[config.mk]
export PLATFORM = sky130hd
export DESIGN_NAME = dual_wdog_arbiter
export DESIGN_NICKNAME = d
export VERILOG_FILES = /design/src/rtl/wdarb_pkg.sv /design/src/rtl/wdarb_timer.sv /design/src/rtl/wdarb_owner.sv /design/src/rtl/wdarb_outreg.sv /design/src/rtl/dual_wdog_arbiter.sv
export SDC_FILE = /design/constraint.sdc
export NUM_CORES = 1
export LEC_CHECK = 0
export BUFFER_PORTS_ARGS = -buffer_cell sky130_fd_sc_hd__buf_2
export CELL_PAD_IN_SITES_DETAIL_PLACEMENT = 1
export CELL_PAD_IN_SITES_GLOBAL_PLACEMENT = 1
export CORE_ASPECT_RATIO = 0.75
export CORE_MARGIN = 2
export CORE_UTILIZATION = 41
export DETAILED_ROUTE_END_ITERATION = 6
export HOLD_SLACK_MARGIN = 0.02
export PLACE_DENSITY_LB_ADDON = 0.08
export SLEW_MARGIN = 20
export SYNTH_ARGS = -nofsm -noshare
export SYNTH_HDL_FRONTEND = slang
export SYNTH_SLANG_ARGS = --single-unit
[constraint.sdc]
create_clock -name clk -period 3.81 [get_ports clk]
set_input_delay 0.762 -clock clk [delete_from_list [all_inputs] [get_ports clk]]
set_output_delay 0.762 -clock clk [all_outputs]
set_load 0.02 [all_outputs]
[src/rtl/wdarb_pkg.sv]
package wdarb_pkg;

   typedef enum logic {
      SIDE_A = 1'b0,
      SIDE_B = 1'b1
   } side_e;

   function automatic logic [1:0] side_onehot(side_e s);
      return (s == SIDE_B) ? 2'b10 : 2'b01;
   endfunction

endpackage

[src/rtl/wdarb_timer.sv]
module wdarb_timer #(
   parameter int unsigned NUM_CKPT = 4,
   parameter int unsigned TIMEOUT  = 1000
) (
   input  logic                clk,
   input  logic                rst_n,
   input  logic                hold_i,
   input  logic [NUM_CKPT-1:0] ckpt_i,
   input  logic                kick_i,
   output logic                fail_nxt_o,
   output logic                fail_q_o
);

   localparam int unsigned CNT_W = $clog2(TIMEOUT);
   localparam logic [CNT_W-1:0] LAST = CNT_W'(TIMEOUT - 1);

   logic [NUM_CKPT-1:0] seen_q, seen_d;
   logic [CNT_W-1:0]    cnt_q, cnt_d;
   logic                fail_q, fail_d;
   logic                accept;

   always_comb begin
      accept = kick_i & (&seen_q) & ~fail_q;
      seen_d = accept ? '0 : (seen_q | ckpt_i);
      cnt_d  = cnt_q;
      fail_d = fail_q;
      if (!fail_q) begin
         if (accept) begin
            cnt_d = '0;
         end else if (!hold_i) begin
            if (cnt_q == LAST) fail_d = 1'b1;
            else               cnt_d  = cnt_q + 1'b1;
         end
      end
   end

   always_ff @(posedge clk or negedge rst_n) begin
      if (!rst_n) begin
         seen_q <= '0;
         cnt_q  <= '0;
         fail_q <= 1'b0;
      end else begin
         seen_q <= seen_d;
         cnt_q  <= cnt_d;
         fail_q <= fail_d;
      end
   end

   assign fail_nxt_o = fail_d;
   assign fail_q_o   = fail_q;

endmodule

[src/rtl/wdarb_owner.sv]
module wdarb_owner
   import wdarb_pkg::*;
#(
   parameter bit PRIMARY = 1'b0
) (
   input  logic       clk,
   input  logic       rst_n,
   input  logic [1:0] fail_nxt_i,
   output logic [1:0] en_o
);

   localparam side_e FIRST = side_e'(PRIMARY);

   side_e      own_q, own_d;
   logic [1:0] en_q, en_d;

   always_comb begin
      own_d = own_q;
      if (fail_nxt_i[own_q] && !fail_nxt_i[~own_q])
         own_d = side_e'(~own_q);
      en_d = fail_nxt_i[own_d] ? 2'b00 : side_onehot(own_d);
   end

   always_ff @(posedge clk or negedge rst_n) begin
      if (!rst_n) begin
         own_q <= FIRST;
         en_q  <= side_onehot(FIRST);
      end else begin
         own_q <= own_d;
         en_q  <= en_d;
      end
   end

   assign en_o = en_q;

endmodule

[src/rtl/wdarb_outreg.sv]
module wdarb_outreg #(
   parameter int unsigned OUT_W = 16
) (
   input  logic                       clk,
   input  logic                       rst_n,
   input  logic [1:0]                 en_i,
   input  logic [1:0]                 we_i,
   input  logic [1:0][OUT_W-1:0]      data_i,
   output logic [OUT_W-1:0]           q_o
);

   logic [1:0] hit;
   assign hit = en_i & we_i;

   always_ff @(posedge clk or negedge rst_n) begin
      if (!rst_n)      q_o <= '0;
      else if (hit[0]) q_o <= data_i[0];
      else if (hit[1]) q_o <= data_i[1];
   end

endmodule

[src/rtl/dual_wdog_arbiter.sv]
module dual_wdog_arbiter #(
   parameter int unsigned NUM_CKPT = 4,
   parameter int unsigned TIMEOUT  = 1000,
   parameter int unsigned OUT_W    = 16,
   parameter bit          PRIMARY  = 1'b0
) (
   input  logic                clk,
   input  logic                rst_n,
   input  logic                hold_i,
   input  logic [NUM_CKPT-1:0] ckpt_a_i,
   input  logic [NUM_CKPT-1:0] ckpt_b_i,
   input  logic                kick_a_i,
   input  logic                kick_b_i,
   input  logic                wr_en_a_i,
   input  logic [OUT_W-1:0]    wr_data_a_i,
   input  logic                wr_en_b_i,
   input  logic [OUT_W-1:0]    wr_data_b_i,
   output logic [OUT_W-1:0]    out_q_o,
   output logic [1:0]          out_en_o,
   output logic [1:0]          led_green_o,
   output logic [1:0]          led_red_o,
   output logic [1:0]          led_yellow_o,
   output logic                peer_fail_a_o,
   output logic                peer_fail_b_o
);

   localparam int unsigned SIDES = 2;

   if (TIMEOUT < 2) begin : g_bad_timeout
      $error("TIMEOUT must be at least 2");
   end
   if (NUM_CKPT < 1) begin : g_bad_ckpt
      $error("NUM_CKPT must be at least 1");
   end
   if (OUT_W < 1) begin : g_bad_width
      $error("OUT_W must be at least 1");
   end

   logic [SIDES-1:0][NUM_CKPT-1:0] ckpt;
   logic [SIDES-1:0]               kick;
   logic [SIDES-1:0]               fail_nxt, fail_q;
   logic [SIDES-1:0][OUT_W-1:0]    wdata;
   logic [SIDES-1:0]               wen;

   assign ckpt  = {ckpt_b_i, ckpt_a_i};
   assign kick  = {kick_b_i, kick_a_i};
   assign wdata = {wr_data_b_i, wr_data_a_i};
   assign wen   = {wr_en_b_i, wr_en_a_i};

   for (genvar s = 0; s < SIDES; s++) begin : g_side
      wdarb_timer #(
         .NUM_CKPT (NUM_CKPT),
         .TIMEOUT  (TIMEOUT)
      ) u_timer (
         .clk        (clk),
         .rst_n      (rst_n),
         .hold_i     (hold_i),
         .ckpt_i     (ckpt[s]),
         .kick_i     (kick[s]),
         .fail_nxt_o (fail_nxt[s]),
         .fail_q_o   (fail_q[s])
      );
   end

   wdarb_owner #(
      .PRIMARY (PRIMARY)
   ) u_owner (
      .clk        (clk),
      .rst_n      (rst_n),
      .fail_nxt_i (fail_nxt),
      .en_o       (out_en_o)
   );

   wdarb_outreg #(
      .OUT_W (OUT_W)
   ) u_outreg (
      .clk    (clk),
      .rst_n  (rst_n),
      .en_i   (out_en_o),
      .we_i   (wen),
      .data_i (wdata),
      .q_o    (out_q_o)
   );

   assign led_red_o     = fail_q;
   assign led_green_o   = ~fail_q;
   assign led_yellow_o  = out_en_o;
   assign peer_fail_a_o = fail_q[1];
   assign peer_fail_b_o = fail_q[0];

endmodule

# After elaboration in Yosys (flattened, before gate mapping)
# Cells that the tools add are included.
dict set report word_totals {
  regBits 49
  input_bits 47
  out_inout_bits 26
}
dict set report op_classes {
  n_addsub 2
  order_cmp 3
  n_eq_ne 6
  mux 27
  n_bitwise 11
  n_reduce_logical 7
}
# cell count
set ops {}
lappend ops {{10-bit two-way mux} 6}
lappend ops {{16-bit two-way mux} 2}
lappend ops {{10-bit by 1-bit adder with 10-bit output, second input constant} 2}
lappend ops {{10-bit equality test, second input constant} 2}
lappend ops {{1-bit two-way mux} 15}
lappend ops {{4-bit two-way mux} 2}
lappend ops {{2-bit by 1-bit != test with 1-bit output, second input constant} 4}
lappend ops {{4-bit bitwise OR} 2}
lappend ops {{4-bit AND reduction} 2}
lappend ops {{1-bit by 2-bit < comparator with 1-bit output, second input constant} 3}
lappend ops {{3-bit AND reduction} 2}
lappend ops {{1-bit AND} 4}
lappend ops {{2-bit two-way mux} 2}
lappend ops {{1-bit NOT} 3}
lappend ops {{2-bit AND} 1}
lappend ops {{2-bit NOT} 1}
lappend ops {{2-bit nonzero test} 1}
lappend ops {{1-bit logical AND} 1}
lappend ops {{1-bit logical NOT} 1}

# Longest topological paths before layout
# Gate-level depths: netlist (run 1).
dict set report depth {
  depth_word 13
  depth_mapped 6
  mapped_depth_nobuf 5
}

# Modules after synthesis
# Synthesis (run 1) repeated with hierarchy kept, for this count alone.
dict set report hier_totals {
  hier_cells 248
  area_unflattened_um2 2668.8
}
# module n_inst cells_each area_per_inst_um2
set by_module_without_submodules {}
lappend by_module_without_submodules {wdarb_timer 2 69 709.4}
lappend by_module_without_submodules {wdarb_outreg 1 96 1108.6}
lappend by_module_without_submodules {wdarb_owner 1 8 103.8}
lappend by_module_without_submodules {dual_wdog_arbiter 1 6 37.5}

# Worst setup path before layout (run 1)
# Ideal clock, no wire load.
dict set report synth_timing {
  path_kind {input -> register}
  startpoint {in kick_b_i}
  endpoint {reg g_side[1].u_timer.cnt_q[7]}
  setup_ps 67
  arrival_time_ps 1781
  required_ps 3743
  setup_slack_ps 1963
  stages 5
  n_path_buf 1
  cell_sequence {nor2b_1 and2_1 clkbuf_1 or4b_1 nand2_1}
}
dict set report synth_between {
  elab_chain_cells 4
  word_cells_on_any_way 6
  cone_classes {2 x eq/ne; 1 x mux; 2 x bitwise; 1 x reduce/logical}
}
# item line
set synth_lines {}
lappend synth_lines {{from (decl)} dual_wdog_arbiter.sv:13} ;# input logic kick_b_i,
lappend synth_lines {{1-bit AND (*) (2 in series)} wdarb_timer.sv:23} ;# accept = kick_i & (&seen_q) & ~fail_q;
lappend synth_lines {{2-bit by 1-bit != test with 1-bit output (no source line)} --}
lappend synth_lines {{3-bit AND reduction (no source line)} --}
lappend synth_lines {{to (signal assigned)} wdarb_timer.sv:44} ;# cnt_q <= cnt_d;
lappend synth_lines {{to (decl)} wdarb_timer.sv:18} ;# logic [CNT_W-1:0] cnt_q, cnt_d;
# Every way passes the cells marked *; elsewhere a longest branch is shown, timed or not.
# A chain may end at the register's enable or synchronous reset.

# Worst setup path after layout (run 1)
dict set report layout_timing {
  startpoint {reg g_side[1].u_timer.cnt_q[3]}
  endpoint {reg g_side[1].u_timer.cnt_q[7]}
}
dict set report layout_between {
  elab_chain_cells 4
  word_cells_on_any_way 7
  cone_classes {1 x add/sub; 2 x eq/ne; 3 x mux; 1 x reduce/logical}
}
# item line
set layout_lines {}
lappend layout_lines {{10-bit by 1-bit adder with 10-bit output} wdarb_timer.sv:32} ;# else cnt_d = cnt_q + 1'b1;
lappend layout_lines {{10-bit two-way mux} wdarb_timer.sv:31} ;# if (cnt_q == LAST) fail_d = 1'b1;
lappend layout_lines {{10-bit two-way mux} wdarb_timer.sv:30} ;# end else if (!hold_i) begin
lappend layout_lines {{10-bit two-way mux} wdarb_timer.sv:28} ;# if (accept) begin
# Parallel ways exist; a longest one is shown, timed or not. The select of a mux whose other input is x is not followed.

==> flow_metrics.tcl, run 1 <==
set metrics [dict create \
    synth_ff_type "dfrtp_1" \
    drc_errors 0 \
    use_met1_pct 26.4 \
    io_pins 73 \
    grt_pass1_wl_um 9420 \
    first_pass_iters 4 \
    leakage_nw 1.42 \
    die_w_um 91.1 \
    dieArea_um2 6320 \
    yosys_register_bits 49 \
    setup_viol 0 \
    overflow 0 \
    grt_max_degree 39 \
    start_kind "flop" \
    clock.fmax_mhz 497 \
    cts_tree "built" \
    post_cts_buffers 0 \
    syn_area_um2 2330 \
    cts_hold_buf 0 \
    cp_slowest_stage_delay_ns 0.68 \
    crit_fanout 13 \
    layout-drive-gt1-share_pct 28.5 \
    hp-class "flop to flop" \
    met3_usage_pct 4.35 \
    ctsResizeCount 0 \
    die_height_um 69.4 \
    crit_path_end_kind "flop" \
    drv_slew 0 \
    drt-initial-drc-count 68 \
    outcome "complete, no violations" \
    clk_pin_slew_ns 0.10 \
    yosysWarnings 0 \
    crit_type "flop to flop" \
    hold_depth 1 \
    p_total_mw 1.15 \
    synth_edf_count 0 \
    grt_use_met2_pct 28.6 \
    synth_area_leaders "dfrtp_1 (51%), mux2i_1 (8.1%), nor2_1 (4.8%), nand2_1 (4.7%), o21ai_0 (4.1%)" \
    setup_tns_ns 0 \
    core_um2 5410 \
    p_per_area_nw_per_um2 406 \
    cp_cell_sequence "or3b_1 > o31ai_2 > o311ai_0 > nand2_1" \
    clock_path_buffers 2 \
    synth.most_common_cell "dfrtp_1" \
    grt_pass1_vias 1926 \
    detail_route.wl_per_cell_um 14.7 \
    n_antenna_cell 0 \
    timing.final.crit_share_pct 52.8 \
    synthesis.nets 284 \
    clk_latency_ns 0.31 \
    initial_utilization_pct 43.2 \
    gp_congestion 0.733 \
    track_usage_pct 18.7 \
    hold_violations 0 \
    layout.cells.non_filler 380 \
    antenna_found_initial 0 \
    critPathSlowestCell "o31ai_2" \
    cts_buffers 5 \
    arrival_ns 2.26 \
    drtAntennaViolNets 0 \
    syn2layout_area_growth_pct 21.4 \
    rsz0062_at_grt "false" \
    synth.avg_cell_area_um2 9.94 \
    cts.sinks 49 \
    yosys-top-cells-count "dfrtp_1 (48), nor2_1 (30), nand2_1 (29)" \
    yosys.area.top_type "dfrtp_1" \
    period_minus_slack_ns 2.01 \
    worstRegToRegCells 4 \
    viasPerCell 5.15 \
    maxCapViolCount 0 \
    top_usage_layer "met2" \
    place.port_buffers 72 \
    placementRows 23 \
    skew_ns 0.00974 \
    synth_cell_types 36 \
    fin_nets 353 \
    cts_root_buffer "clkbuf_8" \
    htree_levels 2 \
    dp.cells 372 \
    slew_headroom_pct 40.4 \
    synthCells 235 \
    wirelength_um 5580 \
    synth_top_area_share_pct 51.4 \
    yosysSeqAreaShare_pct 52.6 \
    cp.required_ns 4.06 \
    synthArstFlopShare_pct 100 \
    tightest_slew_ns 0.892 \
    peakVddDrop_mv 0.142 \
    dp_hpwl_um 4140 \
    via_count 1958 \
]
-- worst max-delay path, delay by kind of cell (launching register included) --
kind / cells / cell delay [ns]
compound gates: 2 / 0.94
flops: 1 / 0.46
simple gates: 2 / 0.56
-- per-stage QoR --
step	util [%]	setup WS (ns)	cell area (um2)	hold slack, ns
after floorplan	-	1.96	2330	0.411
after global placement	50.7	1.79	2750	0.423
after detailed placement	50.7	1.76	2750	0.431
after CTS	52.4	1.81	2840	0.448
after global routing	52.4	1.61	2840	0.463
final	52.4	1.80	2840	0.444
-- cell families after synthesis --
group | share of synthesized area (%)
compound gates | 10.2
xor+xnor | 3.38
fa+ha+maj | 1.50
buf+inv | 4.13
flops | 52.6
mux | 8.15
simple gates | 20.0
-- layer usage --
layer | vias to the layer above | part of all wire [%]
li1 | 959 | -
met1 | 938 | 50
met2 | 54 | 44
met3 | 7 | 5.3
met4 | 0 | 1.3
met5 | - | 0
-- power breakdown --
group | internal (mW) | switching, mW | total [mW]
registers | 0.575 | 0.0442 | 0.619
clock network | 0.131 | 0.182 | 0.312
logic | 0.0814 | 0.138 | 0.220
-- layout make-up --
class / count / area (um2)
clock inverter: 3 / 21.3
clock buffer: 5 / 68.8
multi-input combinational: 165 / 1010
inverter: 8 / 30.0
timing repair buffer: 75 / 383
tap: 75 / 93.8
sequential: 49 / 1230
fill: 656 / 2570
-- registers in the layout, indices dropped and copies added (netlist names) --
| name | cells |
|---|---|
| g_side.u_timer.cnt_q | 20 |
| u_outreg.q_o | 16 |
| g_side.u_timer.seen_q | 8 |
| g_side.u_timer.fail_q_o | 2 |
| u_owner.en_o | 2 |
| u_owner.own_q | 1 |
-- path summary, 6_finish.rpt --
| kind | startpoint | end | slack, ns |
|---|---|---|---|
| worst min-delay path | u_owner.own_q | u_owner.en_o[0] | 0.44 |
| max in group asynchronous | rst_n | u_owner.en_o[0] | 2.48 |
| worst max-delay path | g_side[1].u_timer.cnt_q[3] | g_side[1].u_timer.cnt_q[7] | 1.80 |
| worst max register to register | g_side[1].u_timer.cnt_q[3] | g_side[1].u_timer.cnt_q[7] | 1.80 |
| worst min register to register | u_owner.own_q | u_owner.en_o[0] | 0.44 |
| min in group asynchronous | rst_n | g_side[1].u_timer.cnt_q[2] | 0.56 |
-- placed cells by master, fill, tap and decap left out, types with 3 or more instances in the layout --
cell type	n
a21oi_1	5
buf_2	72
buf_4	3
clkbuf_8	5
dfrtp_1	48
inv_1	8
mux2i_1	19
nand2_1	29
nand3_1	6
nand4_1	7
nor2_1	30
nor3_1	5
o211ai_1	3
o21ai_0	19
o311ai_0	3
or3_1	3
or4_1	4
xnor2_1	5
xor2_1	4
(Power assumes the default switching activity.)
==> run 2: changes to the inputs <==
CORE_UTILIZATION = 34   (was 41)
clock period = 1.7 ns   (was 3.81 ns; I/O delays follow)
==> run 2 against run 1 <==
Against the previous run:
- clock power rose by 120%
- combinational power rose to 2.6 times the previous value
- total power rose by 130%
- final area rose by 6.2%
- via count rose by 1.6%
- global-route usage fell by 3.2 points
- die area rose by 19%
- register-to-register slack got worse by 1.7 ns
- flip-flop and latch count did not move
- first-iteration DRC count fell by 29%
- hold slack got worse by 0.20 ns
- critical endpoint is now g_side[1].u_timer.cnt_q[9]
- clock skew barely moved
==> flow_metrics.tcl, run 2 (synthesis gave the netlist of run 1 again) <==
set metrics [dict create \
    grt_max_degree 33 \
    wirelength_um 5870 \
    drt-initial-drc-count 48 \
    grt_pass1_wl_um 9050 \
    cts.sinks 49 \
    grt_pass1_vias 1838 \
    clock_path_buffers 2 \
    p_int_mw 1.81 \
    final_common_cell "buf_2" \
    initial_utilization_pct 34.7 \
    dpl-instance-area_um2 2880 \
    top_regs "g_side.u_timer.cnt_q: 20 flops, u_outreg.q_o: 16 flops, g_side.u_timer.seen_q: 8 flops" \
    overflow 0 \
    placementRows 26 \
    start_kind "flop" \
    dp.cells 396 \
    die_w_um 99.7 \
    clk_pin_slew_ns 0.10 \
    antenna_found_initial 0 \
    switchingPower_mw 0.837 \
    cp.required_ns 1.95 \
    drv_slew 0 \
    clk_latency_ns 0.30 \
    leakage_nw 1.50 \
    combPwrFrac_pct 21.6 \
    switching_share_pct 31.6 \
    setup_ws_ns 0.0895 \
    gp_congestion 0.821 \
    peakVddDrop_mv 0.374 \
    maxCapViolCount 0 \
    seq_power_share_pct 52.1 \
    mostFrequentLayoutCells "buf_2 (73), dfrtp_1 (47), nor2_1 (30)" \
    largest_reg_flops 20 \
    layout-drive-gt1-share_pct 32.9 \
    crit_path_end_kind "flop" \
    cts_buffers 5 \
    arrival_ns 1.86 \
    dp_hpwl_um 4510 \
    cts_tree "built" \
    viasPerCell 4.90 \
    layout.cells.non_filler 406 \
    clock.fmax_mhz 621 \
    timing.final.crit_share_pct 94.7 \
    setup_viol 0 \
    crit_fanout 6 \
    outcome "complete, no violations" \
    core_um2 6730 \
    hp-class "primary input to flop" \
    tightest_slew_ns 0.499 \
    syn2layout_area_growth_pct 28.9 \
    dieArea_um2 7550 \
    detail_route.wl_per_cell_um 14.5 \
    p_total_mw 2.65 \
    first_pass_iters 4 \
    period_minus_slack_ns 1.61 \
    drtAntennaViolNets 0 \
    via_count 1989 \
    p_clk_share_pct 26.3 \
    skew_ns 0.00961 \
    p_per_area_nw_per_um2 880 \
    top_register "g_side.u_timer.cnt_q" \
    drc_errors 0 \
    post_cts_buffers 0 \
    io_pins 73 \
    pre_cts_slack_ns 0.0392 \
    crit_type "flop to flop" \
    n_antenna_cell 0 \
    fin_nets 370 \
    track_usage_pct 15.5 \
    cts_root_buffer "clkbuf_8" \
    slew_headroom_pct 66.8 \
    htree_levels 2 \
    place.port_buffers 72 \
    postLayoutCellArea_um2 3010 \
    die_height_um 75.8 \
    hold_violations 0 \
    rsz0062_at_grt "true" \
]
-- run 2: worst max-delay path, cell delays in order, from the launching register on --
cell,delay (ns)
dfrtp_1,0.43
ha_2,0.22
nand2_2,0.10
o31ai_4,0.09
buf_4,0.18
or4_1,0.47
nand2_1,0.08
-- run 2: path summary, 6_finish.rpt --
| check | from | to | slack [ns] | depth (start not counted) |
|---|---|---|---|---|
| worst max-delay path | g_side[1].u_timer.cnt_q[1] | g_side[1].u_timer.cnt_q[9] | 0.09 | 6 |
| worst min-delay path | ckpt_a_i[3] | g_side[0].u_timer.seen_q[3] | 0.25 | 3 |
| worst max register to register | g_side[1].u_timer.cnt_q[1] | g_side[1].u_timer.cnt_q[9] | 0.09 | 6 |
| worst min register to register | u_owner.own_q | u_owner.en_o[0] | 0.48 | 1 |
| max in group asynchronous | rst_n | g_side[1].u_timer.fail_q_o | 0.65 | 3 |
| min in group asynchronous | rst_n | g_side[1].u_timer.cnt_q[5] | 0.53 | 2 |
-- run 2: area by class of cell --
cell class / count / area (um2)
fill: 796 / 3720
tap: 84 / 105
clock inverter: 2 / 15.0
clock buffer: 6 / 72.6
multi-input combinational: 165 / 1040
inverter: 8 / 30.0
timing repair buffer: 92 / 523
sequential: 49 / 1230
-- run 2: stage by stage --
stage	hold WS, ns	util [%]	setup TNS (ns)
final	0.246	44.7	0
after global routing	0.249	44.7	-0.00166
after global placement	0.337	42.8	0
after CTS	0.232	44.2	0
after floorplan	0.0444	-	0
after detailed placement	0.348	42.8	0
-- run 2: timing repair --
item | 4_1_cts | 5_1_grt
resized for setup | 0 | 7
setup endpoints to repair | 0 | 8
hold endpoints to repair | 16 | 0
hold buffers | 1 | 0
-- run 2: power by group through the flow --
stage | Combinational [mW] | Sequential (mW) | Clock [mW]
final | 0.572 | 1.38 | 0.696
after global routing | 0.650 | 1.40 | 0.768
after CTS | 0.574 | 1.38 | 0.732
after detailed placement | 0.572 | 1.40 | 0
after global placement | 0.555 | 1.39 | 0
after floorplan | 0.267 | 1.43 | 0
-- run 2: routing by layer --
layer | GRT usage [%] | vias up | part of all wire, %
li1 | - | 997 | -
met1 | 21.8 | 950 | 48
met2 | 24.5 | 37 | 48
met3 | 3.67 | 5 | 3.8
met4 | 4.11 | 0 | 0.83
met5 | 0 | - | 0
==> run 3: changes to the inputs <==
BUFFER_PORTS_ARGS = -buffer_cell sky130_fd_sc_hd__buf_4   (was -buffer_cell sky130_fd_sc_hd__buf_2)
==> run 3 against run 2 <==
Against the previous run:
- combinational power is 7.9% higher
- setup slack worse by 0.014 ns
- flip-flop and latch count stayed put
- via count is 0.55% higher
- final area is 6.4% higher
- register-to-register slack hardly changed
- non-clock buffer count is 1 lower
- clock power is 21% higher
- first-iteration DRC count is 17% lower
- critical endpoint is now g_side[1].u_timer.cnt_q[6]
==> flow_metrics.tcl, run 3 (synthesis gave the netlist of run 1 again) <==
set metrics [dict create \
    outcome "complete, no violations" \
    dpl-instance-area_um2 3050 \
    hold_slack_ns 0.0502 \
    track_usage_pct 16.6 \
    leakage_nw 1.57 \
    arrival_ns 1.80 \
    placementRows 26 \
    clk_latency_ns 0.30 \
    viasPerCell 4.94 \
    via_count 2000 \
    tightest_slew_ns 0.631 \
    detail_route.wl_per_cell_um 15.1 \
    skew_ns 0.00872 \
    start_kind "flop" \
    grt_pass1_vias 1959 \
    fillers 792 \
    antenna_found_initial 0 \
    top_register "g_side.u_timer.cnt_q" \
    n_antenna_cell 0 \
    hold_violations 0 \
    place.port_buffers 72 \
    final_common_cell "buf_4" \
    drtAntennaViolNets 0 \
    first_pass_iters 4 \
    layout-drive-gt1-share_pct 34.3 \
    cp.required_ns 1.87 \
    crit_type "flop to flop" \
    die_w_um 99.7 \
    clock_path_buffers 2 \
    clk_pin_slew_ns 0.09 \
    postLayoutCellArea_um2 3200 \
    drt-initial-drc-count 40 \
    drv_slew 0 \
    overflow 0 \
    top_regs "g_side.u_timer.cnt_q: 20 flops, u_outreg.q_o: 16 flops, g_side.u_timer.seen_q: 8 flops" \
    dp_hpwl_um 4590 \
    setup_tns_ns 0 \
    timing.final.crit_share_pct 95.6 \
    dieArea_um2 7550 \
    gp_congestion 0.793 \
    die_height_um 75.8 \
    final_util_pct 47.5 \
    multi_input_area_um2 1040 \
    cts_hold_buf 0 \
    grt_pass1_wl_um 9830 \
    syn2layout_area_growth_pct 37.1 \
    grt_max_degree 50 \
    cts.sinks 49 \
    p_total_mw 2.85 \
    largest_reg_flops 20 \
    drc_errors 0 \
    core_um2 6730 \
    wirelength_um 6110 \
    mostFrequentLayoutCells "buf_4 (91), dfrtp_1 (47), nor2_1 (30)" \
    io_pins 73 \
    peakVddDrop_mv 0.416 \
    clock.fmax_mhz 616 \
    hp-class "primary input to async pin" \
    htree_levels 2 \
    seq_area_um2 1230 \
    cts_root_buffer "clkbuf_8" \
    maxCapViolCount 0 \
    cts_buffers 5 \
    rsz0062_at_grt "true" \
    crit_path_end_kind "flop" \
    initial_utilization_pct 34.7 \
    slew_headroom_pct 57.9 \
    setup_viol 0 \
    fin_nets 369 \
    cts_tree "built" \
    crit_fanout 5 \
    p_per_area_nw_per_um2 890 \
    period_minus_slack_ns 1.62 \
]
run 3: cell count changes in the layout (fill, tap and decap cells not counted), sizes merged:
cell	delta
bufinv	+1
clkbuf	-1
clkinv	+1
clkinvlp	-1
dlygate4sd3	-1
run 3: cell type report:
| type | instances | share of cell area (%) |
|---|---|---|
| clock inverters | 3 | 1.45 |
| multi-input cells | 165 | 32.5 |
| repair buffers | 91 | 21.3 |
| inverters | 8 | 0.938 |
| well taps | 84 | 3.28 |
| flip-flops and latches | 49 | 38.4 |
| clock buffers | 5 | 2.15 |
run 3: routing by layer:
metal	track usage [%]	routed length [um]	up-vias
li1	-	-	990
met1	22.7	2860	977
met2	27.5	2990	31
met3	3.76	227	2
met4	3.50	29	0
met5	0	0	-
run 3: stage by stage:
step,setup WS (ns),cells
3_5_place_dp,0.0437,396
6_report,0.0755,405
3_3_place_gp,0.0855,396
4_1_cts,0.0252,404
2_1_floorplan,0.104,235
5_1_grt,-0.0344,405
run 3: report_power, final:
part           switching (mW)  leakage, nW  internal, mW  total, mW
Sequential             0.0983        0.595          1.29       1.39
Combinational           0.342        0.915         0.275      0.617
Clock                   0.404       0.0543         0.441      0.845
Total                   0.844         1.57          2.01       2.85
run 3: path summary, 6_finish.rpt:
| path | slack, ns | endpoint | from | depth (start not counted) |
|---|---|---|---|---|
| worst max-delay path | 0.08 | g_side[1].u_timer.cnt_q[6] | g_side[1].u_timer.cnt_q[3] | 4 |
| worst min-delay path | 0.05 | g_side[1].u_timer.cnt_q[5] | rst_n | 1 |
| worst max register to register | 0.08 | g_side[1].u_timer.cnt_q[6] | g_side[1].u_timer.cnt_q[3] | 4 |
| worst min register to register | 0.45 | u_owner.en_o[0] | u_owner.own_q | 1 |
| max in group asynchronous | 1.18 | g_side[0].u_timer.cnt_q[5] | rst_n | 1 |
| min in group clk | 0.25 | g_side[0].u_timer.seen_q[3] | ckpt_a_i[3] | 3 |
run 3: repair_timing:
| item | in CTS | in global routing |
|---|---|---|
| hold endpoints to repair | 0 | 0 |
| buffers inserted | 0 | 1 |
| gates resized for setup | 0 | 9 |
| endpoints found under the setup margin | 0 | 9 |
run 3: worst max-delay path: stages (launching register included):
cell	delay (ns)
dfrtp_1	0.44
or3b_4	0.45
o21ai_0	0.32
a211oi_1	0.15
mux2i_1	0.15
